**src/rtl/tap_delay_pkg.sv**
```systemverilog
package tap_delay_pkg;

  // Strobes sent from the control module to the storage datapath.
  typedef struct packed {
    logic shiftStb;   // advance the chain on this edge
  } ctlStrobe_t;

  function automatic int addrWidth(input int depth);
    return $clog2(depth);
  endfunction

endpackage

```
**src/rtl/tap_delay_ctrl.sv**
```systemverilog
module tap_delay_ctrl
  import tap_delay_pkg::*;
#(
  parameter int DEPTH  = 16,
  parameter int ADDR_W = addrWidth(DEPTH)
) (
  input  logic              clk,
  input  logic              shiftEn,
  input  logic [ADDR_W-1:0] tapSel,
  output ctlStrobe_t        ctl,
  output logic [DEPTH-1:0]  tapOneHot
);

  // Shift strobe comes straight from the enable; nothing is registered here.
  always_comb begin
    ctl          = '0;
    ctl.shiftStb = shiftEn;
  end

  // Decode the binary tap address into a one-hot stage select.
  for (genvar gi = 0; gi < DEPTH; gi++) begin : g_dec
    assign tapOneHot[gi] = (tapSel == ADDR_W'(gi));
  end

  logic armed = 1'b0;
  always_ff @(posedge clk) armed <= 1'b1;

  // exactly one stage is selected for every address value.
  p_onehot_sel_r1: assert property (@(posedge clk) disable iff (!armed)
    $countones(tapOneHot) == 1);

endmodule

```
**src/rtl/tap_delay_store.sv**
```systemverilog
module tap_delay_store
  import tap_delay_pkg::*;
#(
  parameter int               DEPTH    = 16,
  parameter logic [DEPTH-1:0] INIT_VAL = '0
) (
  input  logic             clk,
  input  ctlStrobe_t       ctl,
  input  logic             serIn,
  input  logic [DEPTH-1:0] tapOneHot,
  output logic             tapOut
);

  // Storage chain. Stage i powers up with bit i of INIT_VAL.
  logic [DEPTH-1:0] stages = INIT_VAL;

  always_ff @(posedge clk) begin
    if (ctl.shiftStb) stages <= {stages[DEPTH-2:0], serIn};
  end

  // AND-OR read mux driven by the one-hot select.
  logic [DEPTH-1:0] gated;
  for (genvar gi = 0; gi < DEPTH; gi++) begin : g_tap
    assign gated[gi] = stages[gi] & tapOneHot[gi];
  end
  assign tapOut = |gated;

  logic armed = 1'b0;
  always_ff @(posedge clk) armed <= 1'b1;

  // the serial input lands in stage 0 on an enabled edge.
  p_shift_in_r3: assert property (@(posedge clk) disable iff (!armed)
    ctl.shiftStb |=> stages[0] == $past(serIn));

  // every other stage takes its lower neighbour's old value.
  p_shift_up_r3: assert property (@(posedge clk) disable iff (!armed)
    ctl.shiftStb |=> stages[DEPTH-1:1] == $past(stages[DEPTH-2:0]));

  // no strobe means the chain holds.
  p_hold_r5: assert property (@(posedge clk) disable iff (!armed)
    !ctl.shiftStb |=> $stable(stages));

  // with contents held and select unchanged, the output is unchanged.
  p_out_steady_r4: assert property (@(posedge clk) disable iff (!armed)
    !ctl.shiftStb |=> (!$stable(tapOneHot) || $stable(tapOut)));

endmodule

```
**src/rtl/tap_delay_line.sv**
```systemverilog
module tap_delay_line
  import tap_delay_pkg::*;
#(
  parameter int               DEPTH    = 16,
  parameter logic [DEPTH-1:0] INIT_VAL = '0,
  localparam int              ADDR_W   = $clog2(DEPTH)
) (
  input  logic              clk,
  input  logic              shiftEn,
  input  logic              serIn,
  input  logic [ADDR_W-1:0] tapSel,
  output logic              serOut
);

  ctlStrobe_t       ctl;
  logic [DEPTH-1:0] tapOneHot;

  tap_delay_ctrl #(
    .DEPTH  (DEPTH),
    .ADDR_W (ADDR_W)
  ) u_ctrl (
    .clk       (clk),
    .shiftEn   (shiftEn),
    .tapSel    (tapSel),
    .ctl       (ctl),
    .tapOneHot (tapOneHot)
  );

  tap_delay_store #(
    .DEPTH    (DEPTH),
    .INIT_VAL (INIT_VAL)
  ) u_store (
    .clk       (clk),
    .ctl       (ctl),
    .serIn     (serIn),
    .tapOneHot (tapOneHot),
    .tapOut    (serOut)
  );

  logic armed = 1'b0;
  always_ff @(posedge clk) armed <= 1'b1;

  // with address 0 held, the output is the bit taken at the last enabled edge.
  p_unit_delay_r2: assert property (@(posedge clk) disable iff (!armed)
    (shiftEn && tapSel == '0) |=> (tapSel != '0 || serOut == $past(serIn)));

endmodule

```
**config.mk**
```make
export PLATFORM = sky130hd
export DESIGN_NAME = tap_delay_line
export DESIGN_NICKNAME = d
export VERILOG_FILES = /design/src/rtl/tap_delay_pkg.sv /design/src/rtl/tap_delay_ctrl.sv /design/src/rtl/tap_delay_store.sv /design/src/rtl/tap_delay_line.sv
export SDC_FILE = /design/constraint.sdc
export NUM_CORES = 1
export LEC_CHECK = 0
export BUFFER_PORTS_ARGS = -buffer_cell sky130_fd_sc_hd__buf_2
export CAP_MARGIN = 20
export CORE_MARGIN = 8
export CORE_UTILIZATION = 45
export DETAILED_ROUTE_END_ITERATION = 12
export GPL_ROUTABILITY_DRIVEN = 0
export GPL_TIMING_DRIVEN = 0
export PLACE_DENSITY_LB_ADDON = 0.05
export SLEW_MARGIN = 20
export SYNTH_ARGS = -nofsm -noshare
export SYNTH_HDL_FRONTEND = slang
export SYNTH_SLANG_ARGS = --single-unit
export TNS_END_PERCENT = 1
```
**constraint.sdc**
```tcl
create_clock -name clk -period 3.1 [get_ports clk]
set_clock_uncertainty 0.05 [all_clocks]
set_input_delay 0.93 -clock clk [delete_from_list [all_inputs] [get_ports clk]]
set_output_delay 0.93 -clock clk [all_outputs]
set_load 0.1 [all_outputs]
```
==> flow_summary.toml <==
[clocking]
clock_path_buffers = 2
cts_max_level = 1
worstSkewPairLatency_ps = 280
cts_root_buf = "clkbuf_4"
cts_buffers = 3
cts_tree = "yes"
path_clk_slew_ps = 90
cts_num_sinks = 16
cts_hold_buf = 0

[synth]
netlist.area_leader.share = 0.780
synthDistinctLibCells = 3
avgSynthCellArea_um2 = 26.8
synth.net_count = 30
yosys_warnings = 0
syn_area_um2 = 616
synth_area_leaders = "edfxtp_1 (78%), mux4_1 (17%), mux2i_1 (4.9%)"
synth_top_area_cell = "edfxtp_1"
ys_seq_elements = 16
syn_inst = 23
synth-seq-area-share = 0.780

[sta]
period_needed_ps = 3080
hold_viol = 0
finalSetupViolCount = 0
slew_violations = 0
period_share = 0.993
worst_pin_slew_ps = 337
rsz0062_at_grt = "false"
whs_ps = 404
max_freq_mhz = 325
slew-limit-headroom = 0.775

[floorplanning]
die_y_um = 53.0
start_util = 0.479
core_mm2 = 0.00128
die_w_um = 53.0
die-area_mm2 = 0.00281
fp-row-count = 13
io-pin-count = 8

[global_routing]
grt_pass1_wl_um = 1500
grt_pass1_vias = 294
overflow = 0
grt_antenna_before_repair = 0
grt.total_usage = 0.0783
grt_max_degree = 17

[worst_hold_path]
hp-class = "reg2reg"

[power]
power.density_mw_per_mm2 = 583
leakage_nw = 0.247
peakVddDrop_v = 0.000251

[job]
max-cap-violations = 0

[final_layout]
layout_commonest_cell = "edfxtp_1"
largestRegisters = "u_store.stages: 16 flops"
syn_to_final_growth_pct = 19.5
antenna_cells = 0
num-nets-final = 42
final_cell_mix = "edfxtp_1 (16), buf_2 (5), mux4_2 (4), mux2i_4 (3), clkbuf_4 (3)"
largest_reg_flops = 16
largest_register = "u_store.stages"
fill_cells = 97
drive_above_1_share = 0.500
design_area_um2 = 736

[detailed_routing]
routed-via-count = 280
drt-total-wl_um = 957
ant_nets = 0
wl_per_cell_um = 19.5
drt-initial-drc-count = 2
viasPerCell = 5.71
drt_pass1_iterations = 4
drc = 0

[worst_setup_path]
crit_type = "in2out"
start_kind = "input pin"
cp_data_required_time_ps = 2120
critPathMaxFanout = 4
endpoint_kind = "primary output"
cp.arrival_ps = 2100

[placed_design]
place_hpwl_um = 670
io_buffer_count = 7
placed_cell_area_um2 = 682

[outcome]
run_status = "complete, no violations"
## final cells by class
type	instances	area, µm²	share of cell area
multi-input combinational	7	158	0.214
clock inverter	1	3.75	0.00510
clock buffer	3	22.5	0.0306
timing repair buffer	7	52.6	0.0714
tap	15	18.8	0.0255
sequential	16	480	0.653
## metrics by stage
step | util | setup WS [ps] | total power, mW | cells | setup TNS (ps)
after floorplan | - | 154 | 0.292 | 23 | 0
final | 0.573 | 23.0 | 0.429 | 49 | 0
after global placement | 0.531 | -146 | 0.307 | 45 | -146
after global routing | 0.573 | 2.41 | 0.449 | 49 | 0
after detailed placement | 0.531 | -187 | 0.309 | 45 | -187
after CTS | 0.560 | 6.35 | 0.428 | 49 | 0
## synth_stat cells
master / n
mux4_1: 4
edfxtp_1: 16
mux2i_1: 3
## where the power goes
group	total [mW]	internal, mW	switching (mW)	leakage [nW]
Combinational	0.0627	0.0287	0.0339	0.0753
Sequential	0.259	0.253	0.00629	0.157
Clock	0.108	0.0467	0.0609	0.0154
Total	0.429	0.328	0.101	0.247
## cell families after synthesis
kind of cell,synth area share
muxes,0.220
DFF,0.780
## what timing repair did
| item | in CTS | in global routing |
|---|---|---|
| setup buffers | 0 | 0 |
| resized for setup | 10 | 4 |
| endpoints found under the setup margin | 1 | 1 |
## metal layers
| metal | track usage | vias to the layer above | wire length [µm] |
|---|---|---|---|
| met5 | 0 | - | 0 |
| met1 | 0.0918 | 140 | 373 |
| met4 | 0.0647 | 0 | 29 |
| met2 | 0.107 | 16 | 461 |
| li1 | - | 121 | - |
| met3 | 0.0336 | 3 | 92 |
## path summary, 6_finish.rpt
path                             end               start  slack, ps  cells after the start
setup / recovery              serOut           tapSel[1]         20                      5
setup reg to reg  u_store.stages[12]  u_store.stages[11]       2370                      0
hold / removal     u_store.stages[1]   u_store.stages[0]        400                      0
hold reg to reg    u_store.stages[1]   u_store.stages[0]        400                      0
## critical path: stages
cell and delay, ps:
buf_2 150, mux4_2 560, mux2i_4 190, mux2i_4 100, buf_12 170
(Power assumes the default switching activity.)
